<file path="config.mk">
export PLATFORM = sky130hd
export DESIGN_NAME = dec_ctrl_reg
export DESIGN_NICKNAME = d
export VERILOG_FILES = /design/src/rtl/dec_ctrl_reg.sv
export SDC_FILE = /design/constraint.sdc
export NUM_CORES = 1
export LEC_CHECK = 0
export ABC_AREA = 0
export BUFFER_PORTS_ARGS = -buffer_cell sky130_fd_sc_hd__buf_2
export CAP_MARGIN = 0
export CORE_MARGIN = 5
export CORE_UTILIZATION = 32
export CTS_BUF_LIST = sky130_fd_sc_hd__clkbuf_2
export DETAILED_ROUTE_END_ITERATION = 12
export GPL_TIMING_DRIVEN = 1
export PLACE_DENSITY = 0.82
export SLEW_MARGIN = 25
export SYNTH_ARGS = -nofsm -noshare
export SYNTH_HDL_FRONTEND = slang
export SYNTH_SLANG_ARGS = --single-unit
</file>
<file path="constraint.sdc">
create_clock -name clk -period 1.65 [get_ports clk]
set_clock_uncertainty 0.15 [all_clocks]
set_input_delay 0.0825 -clock clk [delete_from_list [all_inputs] [get_ports clk]]
set_output_delay 0.0825 -clock clk [all_outputs]
set_load 0.02 [all_outputs]
</file>
<file path="src/rtl/dec_ctrl_reg.sv">
module dec_ctrl_reg #(
  parameter int DW = 32
) (
  input  logic          clk,
  input  logic          rst_n,
  input  logic          wr_en,
  input  logic [DW-1:0] wr_data,
  output logic [DW-1:0] rd_data,
  input  logic          ev_pic_done,
  input  logic          ev_strm_err,
  input  logic          ev_strm_end,
  input  logic          ev_bus_err,
  input  logic          ev_timeout,
  input  logic          ev_slice_done,
  input  logic          pp_irq_in,
  output logic          irq_out
);

  localparam int RUN_B  = 0;
  localparam int MASK_B = 4;
  localparam int IRQ_B  = 8;
  localparam int STAT_L = 12;
  localparam int STAT_N = 7;

  logic              run_q, mask_q, irq_q;
  logic [STAT_N-1:0] stat_q, stat_set;
  logic              term, hw_irq, start;

  assign term   = ev_pic_done | ev_strm_err | ev_strm_end | ev_bus_err | ev_timeout;
  assign hw_irq = term | ev_slice_done;
  assign start  = wr_en & wr_data[RUN_B];

  assign stat_set = {ev_timeout, ev_slice_done, hw_irq, ev_strm_end,
                     ev_strm_err, ev_bus_err, ev_pic_done};

  always_ff @(posedge clk or negedge rst_n) begin
    if (!rst_n) begin
      run_q  <= 1'b0;
      mask_q <= 1'b0;
      irq_q  <= 1'b0;
      stat_q <= '0;
    end else begin
      if (wr_en) begin
        run_q  <= wr_data[RUN_B];
        mask_q <= wr_data[MASK_B];
        irq_q  <= wr_data[IRQ_B];
      end
      if (term)   run_q <= 1'b0;
      if (hw_irq) irq_q <= 1'b1;
      stat_q <= (start ? '0 : stat_q) | stat_set;
    end
  end

  always_comb begin
    rd_data = '0;
    rd_data[RUN_B]  = run_q;
    rd_data[MASK_B] = mask_q;
    rd_data[IRQ_B]  = irq_q;
    rd_data[STAT_L +: STAT_N] = stat_q;
  end

  assign irq_out = (irq_q & ~mask_q) | pp_irq_in;


  term_stops_run_chk: assert property (@(posedge clk) disable iff (!rst_n)
    term |=> !rd_data[RUN_B]);


  start_runs_chk: assert property (@(posedge clk) disable iff (!rst_n)
    (start && !term) |=> rd_data[RUN_B]);


  irq_set_wins_chk: assert property (@(posedge clk) disable iff (!rst_n)
    hw_irq |=> (rd_data[IRQ_B] && rd_data[16]));


  bus_err_flag_chk: assert property (@(posedge clk) disable iff (!rst_n)
    ev_bus_err |=> rd_data[13]);


  start_clears_chk: assert property (@(posedge clk) disable iff (!rst_n)
    (start && !hw_irq) |=> (rd_data[18:12] == '0));


  stat_hold_chk: assert property (@(posedge clk) disable iff (!rst_n)
    (!wr_en && !hw_irq) |=> $stable(rd_data[18:12]));


  slice_keeps_run_chk: assert property (@(posedge clk) disable iff (!rst_n)
    (ev_slice_done && !term && !wr_en && rd_data[RUN_B]) |=> rd_data[RUN_B]);


  mask_blocks_chk: assert property (@(posedge clk) disable iff (!rst_n)
    (rd_data[MASK_B] && !pp_irq_in) |-> !irq_out);

endmodule

</file>
## Word level (Yosys, flattened, before mapping)

Index checks and enable logic that the tools add are counted.
W data, S select, Z words.

| cells by class | value |
|---|---|
| bitwise gates (word level) | 10 |
| reductions and logical operators | 2 |
| muxes and demuxes | 5 |

Operators by type and width:

| cell | count |
|---|---|
| $mux W7 | 1 |
| $or A7 B7 Y7 | 1 |
| $or A1 B1 Y1 | 6 |
| $mux W1 | 4 |
| $reduce_bool A2 Y1 | 2 |
| $and A1 B1 Y1 | 2 |
| $not A1 Y1 | 1 |

| word-level totals | value |
|---|---|
| input bits | 42 |
| output and inout port bits | 33 |
| register bits | 10 |

## Longest topological paths before layout

| logic depth | value |
|---|---|
| depth after elaboration | 6 |
| mapped depth | 2 |
| depth with buffers taken out | 2 |

## Worst setup path before layout

OpenSTA, ideal clock, no wires.

| timing path | value |
|---|---|
| path kind | input to register |
| from | input ev_strm_err |
| to | register irq_q |
| arrival | 1.060 ns |
| cell stages on the path | 2 |
| slack | 0.302 ns |
| cells stage by stage | or4_4 or4_1 |

| on the way | value |
|---|---|
| cells in the longest elaborated chain, start to end | 6 |
| elaborated cells on any way between the ends | 7 |
| those cells by class | mux: 1; bitwise: 5; reduce/logical: 1 |

RTL lines:

| item | line | source |
|---|---|---|
| from (decl) | 10 | `input logic ev_strm_err,` |
| $or A1 B1 Y1 (*) (4 in a row) | 29 | `assign term = ev_pic_done \| ev_strm_err \| ev_strm_end \| ev_bus_err \| ev_timeout;` |
| $or A1 B1 Y1 (*) | 30 | `assign hw_irq = term \| ev_slice_done;` |
| $mux W1 or $reduce_bool A2 Y1 (tied branches) | - |  |
| to (signal assigned) | 46 | `irq_q <= wr_data[IRQ_B];` |
| to (decl) | 25 | `logic run_q, mask_q, irq_q;` |

Mark *: on every way between the ends. The rest lies on a longest branch, timed or not.
A chain may end at the register's enable or synchronous reset.

## Worst setup path in the final report

| timing path | value |
|---|---|
| from | input ev_strm_err |
| to | register run_q |

| on the way | value |
|---|---|
| cells in the longest elaborated chain, start to end | 5 |
| elaborated cells on any way between the ends | 6 |
| those cells by class | mux: 1; bitwise: 4; reduce/logical: 1 |

RTL lines:

| item | line | source |
|---|---|---|
| $or A1 B1 Y1 (*) (4 in a row) | 29 |  |
| $mux W1 or $reduce_bool A2 Y1 (tied branches) | - |  |
| to (signal assigned) | 44 | `run_q <= wr_data[RUN_B];` |
| to (decl) | 25 |  |

Marked as above.

==> run metrics <==
run status=complete, no violations; number of violations reported at the end of detailed-routing iteration 0=6; wire per inst=10.6 um; share of post-route cells with drive strength above 1=33.3%; PD cells=711 nW/um^2; Post-DP HPWL=868 um; critical path, cell by cell=buf_2, or4_4, a211oi_1, dlygate4sd3_1; area taken by multi-input logic gates=204 sq um; Hold Crit Class=in2reg; utilization of the core after routing=43.3%; cell types with the highest counts after synthesis=25 x sky130_fd_sc_hd__buf_4, 10 x sky130_fd_sc_hd__dfrtp_1, 6 x sky130_fd_sc_hd__a21o_1; clock buffer count from CTS=3; Total Routing Usage GR=9.60%; Yosys cell types=14; hold path cells=3; die extent in y=52.1 um; total of endpoints with negative setup slack in the final report=0; setup slack on the worst flop-to-flop path=0.21 ns; cell with the most instances after synthesis=sky130_fd_sc_hd__buf_4; number of clock sinks=10; maximum number of pins on one net before global-route repair=11; routability-driven placement congestion ratio=0.714; Cell Area, Synth=567 sq um; Net count, final=131; overall die area=2710 sq um; count of mapped cells out of synthesis=53; CP endpoint kind=flip-flop; via count=428; Antenna Diode Count=0; static power due to leakage=0.363 nW; slowest CP cell=sky130_fd_sc_hd__dlygate4sd3_1; EDFF count, synth=0; total of hold buffers inserted after clock tree synthesis=12; Critical Setup Path Class=in2reg; post-synthesis sequential area ratio=44.2%; YS warnings=0; hold violation count in the final report=0; wire length of the first global-routing pass=1.86 mm; Clk Latency, worst-skew pair=0.23 ns; max-cap violations=0; final cycle utilization of the critical path=91.7%; Core Rows=15; number of global-route vias before repair=455; data arrival at the endpoint of the critical path=1.54 ns; Synth Area per Inst=10.7 sq um; number of buffers added on ports=23; Die Span X=52.1 um; clock tree from TritonCTS=yes; tightest hold margin=0.0239 ns; Storage cell area=250 sq um; Peak supply drop=0.000455 V; Fill cells=160; sum of negative setup slack=0 ns; Design Power=0.000526 W; effective utilization at floorplan=33.2%; synthesis-to-layout area growth=30.5%; count of H-tree levels built during CTS=1; final global-route overflow total=0; required time at the worst-slack endpoint=1.68 ns; DRC=0; slowest stage delay, CP=0.58 ns; unrepaired setup endpoints after global routing=no; placeable core region=1710 sq um; number of antenna violations at the first check in global routing=0; main flop type after synthesis=sky130_fd_sc_hd__dfrtp_1; portion of synthesized cell area occupied by the leading cell type=44.2%; Post-CTS Setup Inserts=0; maximum clock frequency=661 MHz; Worst R2R Path Depth=3; max-slew violation count=0; most area-consuming cells after synthesis=sky130_fd_sc_hd__dfrtp_1 44%, sky130_fd_sc_hd__buf_4 33%, sky130_fd_sc_hd__a21o_1 7.9%, sky130_fd_sc_hd__a2111o_1 2.0%, sky130_fd_sc_hd__mux2_2 2.0%; via density per instance=3.82; final WL=1.19 mm; proportion of synthesized flip-flops having asynchronous set or reset=100%; number of detailed-route iterations in the first pass=4; buffer depth of the longest clock path=2; launching element type of the critical path=primary input; Synth Register Bits=10; root buffer cell=sky130_fd_sc_hd__clkbuf_2; clock transition at the registers of the reported paths=0.09 ns; cells resized by post-CTS repair=0; largest fanout of any net on the critical path=3; I/O pin count=75; post-synth top area cell=sky130_fd_sc_hd__dfrtp_1; min cycle time layout=1.51 ns; antenna-violating nets left=0
[final cells by class]
type | instances | share of cell area (%)
Sequential cell | 10 | 33.8
Multi-Input combinational cell | 38 | 27.6
Timing Repair Buffer | 35 | 31.8
Tap cell | 25 | 4.23
Inverter | 1 | 0.508
Clock buffer | 3 | 2.03
[power breakdown]
part           leakage, nW  switching [W]  internal, W
Combinational        0.247      0.0000936    0.0000488
Clock               0.0125      0.0000712    0.0000496
Sequential           0.104     0.00000578     0.000257
Total                0.363       0.000171     0.000355
[metal layers]
layer / GRT usage, % / up-vias / share of wire [%]
met4: 3.93 / 0 / 0
li1: - / 201 / -
met2: 18.0 / 28 / 56
met1: 9.86 / 199 / 35
met5: 0 / - / 0
met3: 2.58 / 0 / 9.5
[worst max-delay path, delay by kind of cell]
| kind | cells | cell delay (ns) |
|---|---|---|
| compound gates | 1 | 0.23 |
| buf+inv | 2 | 0.68 |
| simple gates | 1 | 0.54 |
[path summary, 6_finish.rpt]
| check | from | endpoint |
|---|---|---|
| hold reg to reg | stat_q[0] | stat_q[0] |
| min in group asynchronous | rst_n | stat_q[1] |
| hold / removal | ev_timeout | irq_q |
| max in group asynchronous | rst_n | mask_q |
| setup reg to reg | run_q | run_q |
| setup / recovery | ev_strm_err | run_q |
[kinds of logic after synthesis]
family                 synth area share, %
buffers and inverters                 33.8
AOI/OAI and AO/OA                     13.7
DFF                                   44.2
and+or+nand+nor                       5.74
muxes                                 1.99
other                                0.662
[cell usage in the layout (no fill, tap or decap), drive strengths merged]
master,netlist,routed
a2111o,1,1
a211oi,1,1
a21o,7,7
buf,25,23
clkbuf,0,3
conb,1,22
dfrtp,10,10
dlygate4sd3,0,12
inv,1,1
mux2,1,1
nand2,2,2
nand2b,1,1
o21ai,1,1
or4,2,2
[flip-flops by register name (all words and copies together), names as in the netlist]
signal	flops
irq_q	1
mask_q	1
run_q	1
stat_q	7
[per-stage QoR]
| step | setup slack, ns | instances | cell area (sq um) |
|---|---|---|---|
| floorplan | 0.302 | 74 | 646 |
| global placement | 0.171 | 97 | 604 |
| finish | 0.138 | 112 | 739 |
| global route | 0.105 | 112 | 739 |
| CTS | 0.194 | 112 | 739 |
| detailed placement | 0.156 | 97 | 604 |
No activity file was read; power rests on OpenSTA's default activity.
